$ cat src/rtl/rcsc_pkg.sv
`timescale 1ns/1ps
package rcsc_pkg;
    typedef enum logic [1:0] {
        RSN_NONE      = 2'd0,
        RSN_SPACING   = 2'd1,
        RSN_BANK      = 2'd2,
        RSN_SAME_KIND = 2'd3
    } reason_e;
endpackage

$ cat src/rtl/rcsc_rec.sv
`timescale 1ns/1ps
// One history slot: whether it holds a command, that command's bank,
// and a saturating count of cycles since it was recorded.
module rcsc_rec #(
    parameter int BANK_W = 4,
    parameter int GAP_W  = 8
) (
    input  logic              clk,
    input  logic              rst_n,
    input  logic              load,
    input  logic [BANK_W-1:0] bank_i,
    output logic              vld_o,
    output logic [GAP_W-1:0]  age_o,
    output logic [BANK_W-1:0] bank_o
);
    typedef struct packed {
        logic              vld;
        logic [GAP_W-1:0]  age;
        logic [BANK_W-1:0] bank;
    } slot_t;

    slot_t slot_d, slot_q;

    always_comb begin
        slot_d = slot_q;
        if (load) begin
            slot_d.vld  = 1'b1;
            slot_d.age  = GAP_W'(1);
            slot_d.bank = bank_i;
        end else if (slot_q.age != '1) begin
            slot_d.age = slot_q.age + GAP_W'(1);
        end
    end

    always_ff @(posedge clk) begin
        if (!rst_n) slot_q <= '0;
        else        slot_q <= slot_d;
    end

    assign vld_o  = slot_q.vld;
    assign age_o  = slot_q.age;
    assign bank_o = slot_q.bank;
endmodule

$ cat src/rtl/rcsc_judge.sv
`timescale 1ns/1ps
// Combinational rule evaluation for one incoming command against the
// history of its device and of the channel.
module rcsc_judge
    import rcsc_pkg::*;
#(
    parameter int BANK_W = 4,
    parameter int GAP_W  = 8
) (
    input  logic              is_act,
    input  logic [BANK_W-1:0] bank,
    input  logic              pre_vld,
    input  logic [GAP_W-1:0]  pre_age,
    input  logic [BANK_W-1:0] pre_bank,
    input  logic              act_vld,
    input  logic [GAP_W-1:0]  act_age,
    input  logic [BANK_W-1:0] act_bank,
    input  logic              any_vld,
    input  logic [GAP_W-1:0]  any_age,
    input  logic [GAP_W-1:0]  gap_pkt,
    input  logic [GAP_W-1:0]  gap_same,
    input  logic [GAP_W-1:0]  gap_bank,
    output reason_e           reason
);
    function automatic logic near(input logic [BANK_W-1:0] a, input logic [BANK_W-1:0] b);
        logic [BANK_W:0] ax, bx;
        ax = {1'b0, a};
        bx = {1'b0, b};
        return (ax == bx) || (ax + 1'b1 == bx) || (bx + 1'b1 == ax);
    endfunction

    logic same_hit, bank_hit, pkt_hit;

    always_comb begin
        same_hit = is_act ? (act_vld && (act_age < gap_same))
                          : (pre_vld && (pre_age < gap_same));
        bank_hit = (pre_vld && near(bank, pre_bank) && (pre_age < gap_bank)) ||
                   (act_vld && near(bank, act_bank) && (act_age < gap_bank));
        pkt_hit  = any_vld && (any_age < gap_pkt);
        if (same_hit)      reason = RSN_SAME_KIND;
        else if (bank_hit) reason = RSN_BANK;
        else if (pkt_hit)  reason = RSN_SPACING;
        else               reason = RSN_NONE;
    end
endmodule

$ cat src/rtl/rcsc_top.sv
`timescale 1ns/1ps
module rcsc_top
    import rcsc_pkg::*;
#(
    parameter int DEVICES = 4,
    parameter int BANKS   = 16,
    parameter int ROW_W   = 9,
    parameter int GAP_W   = 8,
    localparam int DEV_W  = $clog2(DEVICES),
    localparam int BANK_W = $clog2(BANKS)
) (
    input  logic              clk,
    input  logic              rst_n,
    input  logic [GAP_W-1:0]  cfg_pkt_gap,
    input  logic [GAP_W-1:0]  cfg_same_gap,
    input  logic [GAP_W-1:0]  cfg_bank_gap,
    input  logic              cmd_valid,
    input  logic              cmd_act,
    input  logic [DEV_W-1:0]  cmd_dev,
    input  logic [BANK_W-1:0] cmd_bank,
    input  logic [ROW_W-1:0]  cmd_row,
    output logic              res_valid,
    output logic              res_err,
    output logic [1:0]        res_reason,
    output logic [DEV_W-1:0]  res_dev,
    output logic [ROW_W-1:0]  res_row
);
    typedef struct packed {
        logic [GAP_W-1:0] gap_pkt;
        logic [GAP_W-1:0] gap_same;
        logic [GAP_W-1:0] gap_bank;
        logic             valid;
        logic             err;
        reason_e          reason;
        logic [DEV_W-1:0] dev;
        logic [ROW_W-1:0] row;
    } state_t;

    state_t st_d, st_q;

    logic              pre_vld  [DEVICES];
    logic [GAP_W-1:0]  pre_age  [DEVICES];
    logic [BANK_W-1:0] pre_bank [DEVICES];
    logic              act_vld  [DEVICES];
    logic [GAP_W-1:0]  act_age  [DEVICES];
    logic [BANK_W-1:0] act_bank [DEVICES];
    logic              any_vld;
    logic [GAP_W-1:0]  any_age;
    logic [BANK_W-1:0] any_bank;

    for (genvar g = 0; g < DEVICES; g++) begin : g_dev
        logic hit;
        assign hit = cmd_valid && (cmd_dev == DEV_W'(g));

        rcsc_rec #(.BANK_W(BANK_W), .GAP_W(GAP_W)) u_pre (
            .clk(clk), .rst_n(rst_n), .load(hit && !cmd_act), .bank_i(cmd_bank),
            .vld_o(pre_vld[g]), .age_o(pre_age[g]), .bank_o(pre_bank[g])
        );
        rcsc_rec #(.BANK_W(BANK_W), .GAP_W(GAP_W)) u_act (
            .clk(clk), .rst_n(rst_n), .load(hit && cmd_act), .bank_i(cmd_bank),
            .vld_o(act_vld[g]), .age_o(act_age[g]), .bank_o(act_bank[g])
        );
    end

    rcsc_rec #(.BANK_W(BANK_W), .GAP_W(GAP_W)) u_any (
        .clk(clk), .rst_n(rst_n), .load(cmd_valid), .bank_i(cmd_bank),
        .vld_o(any_vld), .age_o(any_age), .bank_o(any_bank)
    );

    reason_e verdict;

    rcsc_judge #(.BANK_W(BANK_W), .GAP_W(GAP_W)) u_judge (
        .is_act  (cmd_act),
        .bank    (cmd_bank),
        .pre_vld (pre_vld[cmd_dev]),
        .pre_age (pre_age[cmd_dev]),
        .pre_bank(pre_bank[cmd_dev]),
        .act_vld (act_vld[cmd_dev]),
        .act_age (act_age[cmd_dev]),
        .act_bank(act_bank[cmd_dev]),
        .any_vld (any_vld),
        .any_age (any_age),
        .gap_pkt (st_q.gap_pkt),
        .gap_same(st_q.gap_same),
        .gap_bank(st_q.gap_bank),
        .reason  (verdict)
    );

    always_comb begin
        st_d        = st_q;
        st_d.valid  = cmd_valid;
        st_d.err    = cmd_valid && (verdict != RSN_NONE);
        st_d.reason = cmd_valid ? verdict : RSN_NONE;
        if (cmd_valid) begin
            st_d.dev = cmd_dev;
            st_d.row = cmd_row;
        end
    end

    always_ff @(posedge clk) begin
        if (!rst_n) begin
            st_q          <= '0;
            st_q.gap_pkt  <= cfg_pkt_gap;
            st_q.gap_same <= cfg_same_gap;
            st_q.gap_bank <= cfg_bank_gap;
        end else begin
            st_q <= st_d;
        end
    end

    // Bank of the last channel command is kept for the slot's uniform shape only.
    logic unused_bank;
    assign unused_bank = ^any_bank;

    logic [GAP_W-1:0] gap_same_q;
    assign gap_same_q = st_q.gap_same;

    assign res_valid  = st_q.valid;
    assign res_err    = st_q.err;
    assign res_reason = st_q.reason;
    assign res_dev    = st_q.dev;
    assign res_row    = st_q.row;
endmodule

$ cat config.mk
export PLATFORM = sky130hd
export DESIGN_NAME = rcsc_top
export DESIGN_NICKNAME = d
export VERILOG_FILES = /design/src/rtl/rcsc_pkg.sv /design/src/rtl/rcsc_rec.sv /design/src/rtl/rcsc_judge.sv /design/src/rtl/rcsc_top.sv
export SDC_FILE = /design/constraint.sdc
export NUM_CORES = 1
export LEC_CHECK = 0
export BUFFER_PORTS_ARGS = -buffer_cell sky130_fd_sc_hd__buf_2
export CAP_MARGIN = 20
export CORE_UTILIZATION = 50
export DETAILED_ROUTE_END_ITERATION = 16
export GPL_ROUTABILITY_DRIVEN = 0
export PLACE_DENSITY = 0.68
export SLEW_MARGIN = 20
export SYNTH_ARGS = -nofsm -noshare
export SYNTH_HDL_FRONTEND = slang
export SYNTH_SLANG_ARGS = --single-unit
$ cat constraint.sdc
create_clock -name clk -period 4 [get_ports clk]
set_input_delay 0 -clock clk [delete_from_list [all_inputs] [get_ports clk]]
set_output_delay 0 -clock clk [all_outputs]
set_load 0.01 [all_outputs]
Yosys cells after proc, flatten, opt, wreduce, memory -nomap -nowiden
Cells that the tools add are included.
{ "totals": {"ff_bits": 152, "latchBits": 0, "mem_bits_rw": 0, "mem_bits_ro": 0, "mem_count": 0} }
{ "op_classes": {"add_sub_neg": 12, "mul": 0, "n_div": 0, "n_lt_le_gt_ge": 6, "eq_ne": 18, "shifts": 0, "muxes": 40, "bitwise": 2, "reduce_logical": 47} }
{ "ops": {"columns": ["operator", "n"], "rows": [
  ["$add A8 B1 Y8 const B", 9],
  ["$ne A8 B8 Y1 const B", 9],
  ["$lt A8 B8 Y1", 5],
  ["$bmux W8 S2", 2],
  ["$mux W8", 4],
  ["$mux W1", 24],
  ["$eq A5 B4 Y1", 4],
  ["$logic_and A1 B1 Y1", 20],
  ["$reduce_bool A2 Y1", 10],
  ["$reduce_or A2 Y1", 9],
  ["$bmux W4 S2", 2],
  ["$mux W4", 4],
  ["$add A4 B1 Y5 const B", 3],
  ["$eq A4 B4 Y1", 2],
  ["$logic_or A1 B1 Y1", 5],
  ["$bmux W1 S2", 2],
  ["$eq A2 B2 Y1 const B", 2],
  ["$mux W2", 2],
  ["$ge A3 B3 Y1 const B", 1],
  ["$not A2 Y3", 1],
  ["$eq A2 B1 Y1 const B", 1],
  ["$logic_not A2 Y1", 1],
  ["$reduce_and A2 Y1", 1],
  ["$logic_not A1 Y1", 1],
  ["$not A1 Y1", 1]
]} }

Logic depth before layout (Yosys ltp)
Gate-level depths: netlist of the first run.
{ "depth": {"ltp_word": 14, "depth_mapped": 13, "depth_no_buf": 9} }

By module
Synthesis of the first run repeated with hierarchy kept, for this count alone.
{ "hier_totals": {"cells_unflattened": 839, "area_unflattened_um2": 8774.7} }
{ "by_module_without_submodules": {"columns": ["module", "instances", "cells_per_inst", "area_per_inst_um2", "seq_area_each_um2"], "rows": [
  ["rcsc_rec", 9, 63, 619.3, 260.2],
  ["rcsc_top", 1, 114, 1954.4, 1021.0],
  ["rcsc_judge", 1, 158, 1246.2, 0.0]
]} }

Worst setup path before layout of the first run
OpenSTA, ideal clock, no wires.
{ "synth_path": {"path_kind": "input to register", "startpoint": "in cmd_dev[0]", "endpoint": "reg st_q, in the netlist res_reason[0]", "setup_time_ps": 131, "arrival_time_ps": 2856, "required_ps": 3869, "slack_ps": 1014, "stages": 13, "path_cell_list": "buf_6 > buf_4 > buf_2 > buf_2 > mux4_2 > ha_1 > a21o_1 > a21o_1 > a21o_1 > a2111oi_0 > a22oi_1 > o211ai_1 > o22ai_1"} }
{ "synth_via": {"elab_chain_cells": 12, "elab_cells_between_ends": 45, "cone_classes": "2 x add/sub; 4 x order compare; 6 x eq/ne; 21 x mux; 1 x bitwise; 11 x reduce/logical"} }
{ "synth_lines": {"columns": ["element", "line_no", "text"], "rows": [
  ["from (decl)", "rcsc_top.sv:19", "input logic [DEV_W-1:0] cmd_dev,"],
  ["$not A2 Y3 (not written as such) *", null, null],
  ["$bmux W4 S2 (on tied branches)", "rcsc_top.sv:77, rcsc_top.sv:80", null],
  ["$mux W4 (on tied branches) (2 in a row)", "rcsc_top.sv:77, rcsc_top.sv:80", null],
  ["$add A4 B1 Y5, or another cell as far along", "rcsc_judge.sv:29", "return (ax == bx) || (ax + 1'b1 == bx) || (bx + 1'b1 == ax);"],
  ["$eq A5 B4 Y1 or $logic_or A1 B1 Y1 (tied branches)", "rcsc_judge.sv:29", null],
  ["$logic_or A1 B1 Y1", "rcsc_judge.sv:29", null],
  ["$logic_and A1 B1 Y1 (on tied branches) (2 in a row)", "rcsc_judge.sv:37, rcsc_judge.sv:38", null],
  ["$logic_or A1 B1 Y1", "rcsc_judge.sv:37", "bank_hit = (pre_vld && near(bank, pre_bank) && (pre_age < gap_bank)) ||"],
  ["$mux W2", "rcsc_judge.sv:41", "else if (bank_hit) reason = RSN_BANK;"],
  ["$mux W2 *", "rcsc_judge.sv:40", "if (same_hit) reason = RSN_SAME_KIND;"],
  ["to (signal assigned)", "rcsc_top.sv:107", "st_q <= st_d;"],
  ["to (decl)", "rcsc_top.sv:39", "state_t st_d, st_q;"]
]} }
Every way passes the cells marked *; elsewhere a longest branch is shown, timed or not. The select of a mux whose other input is x is not followed.
A chain may end at the register's enable or synchronous reset.

Final worst setup path of the first run
{ "layout_path": {"startpoint": "reg g_dev[1].u_pre.slot_q, in the netlist g_dev[1].u_pre.bank_o[0]", "endpoint": "reg st_q, in the netlist res_err"} }
{ "layout_via": {"elab_chain_cells": 13, "elab_cells_between_ends": 16, "cone_classes": "1 x add/sub; 3 x eq/ne; 5 x mux; 7 x reduce/logical"} }
{ "layout_lines": {"columns": ["element", "line_no", "text"], "rows": [
  ["from (decl)", "rcsc_rec.sv:22", "slot_t slot_d, slot_q;"],
  ["from (signal assigned)", "rcsc_rec.sv:37", "else slot_q <= slot_d;"],
  ["$bmux W4 S2 *", "rcsc_top.sv:77", ".pre_bank(pre_bank[cmd_dev]),"],
  ["$mux W4 (not written as such) * (2 in a row)", "rcsc_top.sv:77", null],
  ["$add A4 B1 Y5, or another cell as far along", "rcsc_judge.sv:29", null],
  ["$eq A5 B4 Y1 or $logic_or A1 B1 Y1 (tied branches)", "rcsc_judge.sv:29", null],
  ["$logic_or A1 B1 Y1 *", "rcsc_judge.sv:29", null],
  ["$logic_and A1 B1 Y1 * (2 in a row)", "rcsc_judge.sv:37", null],
  ["$logic_or A1 B1 Y1 *", "rcsc_judge.sv:37", null],
  ["$mux W2 *", "rcsc_judge.sv:41", null],
  ["$mux W2 *", "rcsc_judge.sv:40", null],
  ["$reduce_bool A2 Y1 *", "rcsc_top.sv:92", "st_d.err = cmd_valid && (verdict != RSN_NONE);"],
  ["$logic_and A1 B1 Y1 *", "rcsc_top.sv:92", null]
]} }
Marks and branches as above.

==> impl_results.md, run 1 <==
- Run status: completed
- Top cells by count, synth: 129 x nor2_1, 128 x dfxtp_1, 49 x mux2i_1, 47 x ha_1, 37 x nand2_1
- Area grow syn2layout: 18.8%
- Worst Max-Slew Pin Slew: 0.808 ns
- Final Util: 60.7%
- Routed wire per std cell: 17.3 um
- Post-CTS Setup Inserts: 0
- PortBufs: 57
- Reg-to-reg slack, setup: 1.03 ns
- Post-synthesis cell area: 7770 sq um
- Cts bufs inserted: 17
- First-pass GRT wire length: 30.5 mm
- # setup viols final: 0
- Remaining global-route overflow: 0
- Number of flops mapped to enable cells by yosys: 24
- Largest net degree at the start of global routing: 45
- Fin. max-slew vios: 0
- Vias in the first global route: 6,154
- Antenna violations before repair: 0
- Clk sinks: 152
- IR Drop Worst-Case VDD: 0.297 mV
- Total number of vias: 6,164
- Maximum clock path buffer count: 2
- Slew HR: 45.8%
- Routed WL: 18.6 mm
- # rows: 45
- R2r endpoint: res_err
- Clock transition at path regs: 0.06 ns
- CP startpoint: g_dev[1].u_pre.bank_o[0]
- Type of the worst setup path: reg2reg
- Final Power: 3.82 mW
- Setup_tns: 0 ns
- Post-DRT Antenna Nets: 0
- HP Class: in2reg
- Post-Syn Nets: 873
- Syn avg cell area: 9.92 sq um
- Clk_lat worst skew: 0.43 ns
- IO Count: 58
- Register bit total from synthesis: 152
- Worst R2R Path Depth: 9
- CP arrival: 3.28 ns
- Top-count cell post-synth: nor2_1
- Leakage dissipation: 3.93 nW
- CTS tree: built
- Overall Global Routing Usage: 24.5%
- RSZ-0062 raised after global routing: no
- # DRC: 0
- Crit path time final: 2.97 ns
- Final net count: 963
- Initial DRC count: 588
- Area share of the largest cell type after synthesis: 33.0%
- Synth warn: 0
- Initial core utilization: 51.1%
- Core Area: 15,200 sq um
- F_max: 337 MHz
- Worst setup EP type: flip-flop
- Ys flop type: dfxtp_1
- CP max FO: 10
- CTS HTree Levels: 4
- N_diodes: 0
- Post-synthesis sequential area ratio: 42.2%
- CP endpoint: res_err
- Asr flop ratio synth: 0%
- Kind of start point of the critical path: flip-flop
- Synth area leader: dfxtp_1
- Max Cap Violations: 0
- Final hold vios: 0
- Dpl cells: 1,005
- Die W: 127 um
- DIE AREA: 16,000 sq um
- Non-filler cells, final: 1,074
- Share of cells above drive strength 1: 14.3%
- Period utilization: 74.3%
- WP data required: 4.31 ns
- Area contributors post-synth: dfxtp_1 33%, edfxtp_1 9.3%, ha_1 7.6%
- Vias per cell: 5.74
- Mapped Cells: 783
- Root Buffer: clkbuf_16
- Count of cell types in the netlist: 54
- Worst Skew: 0.0105 ns
- Fill count: 1,221
- Hpwl dp: 12.8 mm
- Reg2reg start: g_dev[1].u_pre.bank_o[0]
- Die Span Y: 127 um
- Cell Pwr Density: 414 nW/um^2
- Pre-Repair DR Iteration Count: 5
[per-layer routing]
layer	routed length (um)	part of all wire [%]	global-route usage, %	up-vias
met5	0	0	0	-
met4	310	1.7	7.91	0
met3	1060	5.7	6.50	26
met2	9130	49	42.4	189
met1	8090	43	29.8	2961
li1	-	-	-	2988
[metrics by stage]
step           worst slack [ns]  hold WS (ns)  area, sq um
2_1_floorplan              1.01        0.0989         7770
6_report                   1.03        0.0800         9230
3_3_place_gp              0.830         0.177         8200
4_1_cts                    1.04        0.0709         9230
3_5_place_dp              0.754         0.178         8200
5_1_grt                   0.870         0.107         9230
[state kept, by name (all words and copies together) (netlist names), 8 cells and up]
name	count
g_dev.u_act.age_o	32
g_dev.u_pre.bank_o	16
gap_same_q	8
st_d	16
u_any.age_o	8
g_dev.u_pre.age_o	32
res_row	9
g_dev.u_act.bank_o	16
[layout by cell type, fill, tap and decap left out, types with 23 or more instances in the layout]
master         count
dlygate4sd3_1     37
edfxtp_1          24
xor2_1            32
a21oi_1           35
nand3_1           23
ha_1              47
dfxtp_1          128
inv_1             31
nor2_1           129
buf_2             57
mux2i_1           49
nand2_1           37
mux4_2            23
[power breakdown]
group	internal [mW]	switching, mW	total (mW)
Clock	1.16	0.637	1.80
Combinational	0.163	0.196	0.359
Sequential	1.62	0.0480	1.66
[logic make-up (layout without fill, tap and decap cells)]
| logic type | after synthesis | in the layout | synth area share, % |
|---|---|---|---|
| adders and majority gates | 47 | 47 | 7.57 |
| and+or+nand+nor | 300 | 300 | 18.8 |
| AOI/OAI and AO/OA | 96 | 96 | 7.84 |
| DFF | 152 | 152 | 42.2 |
| xor gates and xnor gates | 54 | 54 | 6.38 |
| muxes | 76 | 76 | 14.1 |
| buffers and inverters | 58 | 161 | 3.01 |
[worst min path at each step]
stage                    startpoint       endpoint  slack [ns]  depth (start not counted)
finish                        rst_n      res_valid        0.08                          3
global route                  rst_n      res_valid        0.11                          3
CTS                       cmd_valid    u_any.vld_o        0.07                          3
detailed placement  cfg_bank_gap[1]       st_d[16]        0.18                          1
global placement     cfg_pkt_gap[0]       st_d[31]        0.18                          1
floorplan           cfg_same_gap[0]  gap_same_q[0]         0.1                          0
[layout make-up]
class,instances,area (sq um),share of cell area [%]
Clock buffer,21,470,5.09
Inverter,32,120,1.30
Tap cell,188,235,2.55
Multi-Input combinational cell,573,4250,46.1
Clock inverter,11,193,2.09
Timing Repair Buffer,97,678,7.34
Sequential cell,152,3280,35.6
[critical path: stages (launching register included)]
cell and delay (ns):
dfxtp_1 0.31, mux4_1 0.59, ha_1 0.34, and3b_1 0.20, o32a_1 0.33, a221oi_1 0.28, a2111oi_0 0.10, a22oi_1 0.30
nand2_1 0.12, o31a_2 0.29
[timing repair]
item	4_1_cts	5_1_grt
resized for setup	0	0
hold buffers	37	0
hold endpoints to repair	37	0
Power figures use the tool's default switching activity.
==> inputs of run 2 (changes only) <==
--- a/config.mk
+++ b/config.mk
@@ -10,7 +10,7 @@
 export CORE_UTILIZATION = 50
 export DETAILED_ROUTE_END_ITERATION = 16
 export GPL_ROUTABILITY_DRIVEN = 0
-export PLACE_DENSITY = 0.68
+export PLACE_DENSITY = 0.71
 export SLEW_MARGIN = 20
 export SYNTH_ARGS = -nofsm -noshare
 export SYNTH_HDL_FRONTEND = slang
==> constraint.sdc (replaced) <==
create_clock -name clk -period 2.7 [get_ports clk]
set_input_delay 0 -clock clk [delete_from_list [all_inputs] [get_ports clk]]
set_output_delay 0 -clock clk [all_outputs]
set_load 0.01 [all_outputs]
==> impl_results.md, run 2 (synthesis results as in run 1) <==
- Run status: completed (unchanged)
- CTS HTree Levels: 4 (unchanged)
- Worst Max-Slew Pin Slew: 0.754 ns (was 0.808 ns)
- Area grow syn2layout: 21.0% (was 18.8%)
- First-pass GRT wire length: 29.0 mm (was 30.5 mm)
- Crit path time final: 2.66 ns (was 2.97 ns)
- Core Area: 15,200 sq um (unchanged)
- Critical path's top delay family: compound AO/OA/AOI/OAI gates (unchanged)
- DIE AREA: 16,000 sq um (unchanged)
- Die W: 127 um (unchanged)
- Clk sinks: 152 (unchanged)
- # setup viols final: 0 (unchanged)
- Hold Path Sink: res_reason[0] (was res_valid)
- PortBufs: 57 (unchanged)
- Crit-path slowest cell: mux4_2 (was mux4_1)
- Clk_lat worst skew: 0.43 ns (about the same)
- Total number of vias: 6,088 (was 6,164)
- Slew HR: 49.5% (was 45.8%)
- CP bufs+invs: 1 (was 0)
- Worst R2R Path Depth: 10 (was 9)
- Period utilization: 98.4% (was 74.3%)
- Cts bufs inserted: 17 (unchanged)
- Final net count: 987 (was 963)
- Routed WL: 17.7 mm (was 18.6 mm)
- Most frequent cells in the layout: 129 x nor2_1, 127 x dfxtp_1, 57 x buf_2 (was 129 x nor2_1, 128 x dfxtp_1, 57 x buf_2)
- Largest net degree at the start of global routing: 53 (was 45)
- F_max: 376 MHz (was 337 MHz)
- Reg2reg start: g_dev[2].u_pre.age_o[5] (was g_dev[1].u_pre.bank_o[0])
- Kind of start point of the critical path: flip-flop (unchanged)
- Fin. max-slew vios: 0 (unchanged)
- CTS tree: built (unchanged)
- CP most frequent cell: a21o_1
- Routed wire per std cell: 16.1 um (was 17.3 um)
- Max Cap Violations: 0 (unchanged)
- Hold wc startpoint: rst_n (unchanged)
- Commonest non-fill, non-tap cell in the layout: nor2_1 (unchanged)
- HP Class: in2reg (unchanged)
- Final hold vios: 0 (unchanged)
- Post-route cell area: 9410 sq um (was 9230 sq um)
- N_diodes: 0 (unchanged)
- Die Span Y: 127 um (unchanged)
- Share of cells above drive strength 1: 17.4% (was 14.3%)
- Vias per cell: 5.54 (was 5.74)
- Overall Global Routing Usage: 23.2% (was 24.5%)
- WP data required: 3.01 ns (was 4.31 ns)
- # DRC: 0 (unchanged)
- IO Count: 58 (unchanged)
- Worst Skew: 0.00712 ns (was 0.0105 ns)
- Hold path cells: 3 (unchanged)
- Type of the worst setup path: reg2reg (unchanged)
- Worst setup EP type: flip-flop (unchanged)
- R2r endpoint: res_reason[0] (was res_err)
- Hpwl dp: 12.3 mm (was 12.8 mm)
- Leakage dissipation: 4.03 nW (was 3.93 nW)
- Root Buffer: clkbuf_16 (unchanged)
- Cell Pwr Density: 579 nW/um^2 (was 414 nW/um^2)
- Setup_tns: 0 ns (unchanged)
- Crit-path max cell delay: 0.50 ns (was 0.59 ns)
- Maximum clock path buffer count: 2 (unchanged)
- CP arrival: 2.96 ns (was 3.28 ns)
- Final Util: 61.9% (was 60.7%)
- DP Area: 8400 sq um (was 8200 sq um)
- IR Drop Worst-Case VDD: 0.538 mV (was 0.297 mV)
- Fill count: 1,241 (was 1,221)
- Antenna violations before repair: 0 (unchanged)
- Initial DRC count: 474 (was 588)
- # rows: 45 (unchanged)
- Reg-to-reg slack, setup: 0.04 ns (was 1.03 ns)
- Clock transition at path regs: 0.07 ns (was 0.06 ns)
- Pre-Repair DR Iteration Count: 6 (was 5)
- Vias in the first global route: 5,739 (was 6,154)
- RSZ-0062 raised after global routing: yes (was no)
- Initial core utilization: 51.1% (unchanged)
- Post-DRT Antenna Nets: 0 (unchanged)
- CP max FO: 2 (was 10)
- Remaining global-route overflow: 0 (unchanged)
- Crit-path cells: mux4_2 > ha_1 > a21o_1 > a21o_1 > a21o_1 > a2111oi_1 > a22oi_1 > buf_4 > o211ai_1 > o22ai_1 (was mux4_1 > ha_1 > and3b_1 > o32a_1 > a221oi_1 > a2111oi_0 > a22oi_1 > nand2_1 > o31a_2)
[run 2: changes by cell type in the layout (fill, tap and decap cells not counted), moves of 2 or more]
cell,before,now
buf_12,0,2
buf_4,3,24
bufinv_16,5,2
clkbuf_8,3,0
inv_4,0,2
inv_6,1,4
inv_8,0,4
[run 2: report_power, final]
part | switching (mW) | leakage, nW | internal [mW]
clock network | 1.04 | 0.301 | 1.40
registers | 0.0737 | 1.28 | 2.39
logic | 0.283 | 2.46 | 0.253
total | 1.40 | 4.03 | 4.05
[run 2: how the worst max path moves through the flow]
stage                                         from             to  depth (start not counted)
final                      g_dev[2].u_pre.age_o[5]  res_reason[0]                         10
after CTS                 g_dev[1].u_pre.bank_o[0]        res_err                          9
after floorplan           g_dev[1].u_pre.bank_o[0]        res_err                         10
after detailed placement  g_dev[1].u_pre.bank_o[0]        res_err                          9
after global placement    g_dev[1].u_pre.bank_o[0]        res_err                          9
after global routing      g_dev[3].u_pre.bank_o[0]        res_err                          9
[run 2: repair_timing]
item	4_1_cts	5_1_grt
hold buffers	37	0
gates resized for setup	1	6
hold endpoints to repair	37	0
setup endpoints to repair	1	3
pin swaps	2	4
setup buffers	0	1
[run 2: through the flow]
stage / hold WS, ns / power [mW] / setup slack, ns / instances
2_1_floorplan: 0.0989 / 2.84 / -0.000641 / 783
3_3_place_gp: 0.176 / 2.99 / -0.0341 / 1028
3_5_place_dp: 0.179 / 3.00 / -0.0571 / 1028
4_1_cts: 0.0250 / 5.49 / 0.00371 / 1097
5_1_grt: 0.0707 / 5.66 / -0.0267 / 1098
6_report: 0.0567 / 5.45 / 0.0439 / 1098
[run 2: area by class of cell]
cell class | count | area (sq um) | area share [%]
timing repair buffer | 121 | 887 | 9.43
clock inverter | 15 | 179 | 1.90
sequential | 152 | 3280 | 34.9
multi-input combinational | 573 | 4270 | 45.4
clock buffer | 17 | 425 | 4.52
tap | 188 | 235 | 2.50
inverter | 32 | 120 | 1.28
[run 2: worst register-to-register path: cells and delay by family, from the launching register on]
| family | cells | cell delay (ns) |
|---|---|---|
| adder cells (fa/ha/maj) | 1 | 0.33 |
| multiplexers | 1 | 0.50 |
| AO/OA/AOI/OAI | 7 | 1.22 |
| flip-flops | 1 | 0.32 |
| buffers and inverters | 1 | 0.16 |
[run 2: layer usage]
metal	up-vias	part of all wire, %	track usage [%]	wire length [um]
li1	3043	-	-	-
met1	2922	48	30.5	8410
met2	98	48	38.3	8410
met3	25	3.3	4.81	586
met4	0	1.6	7.77	291
met5	-	0	0	0
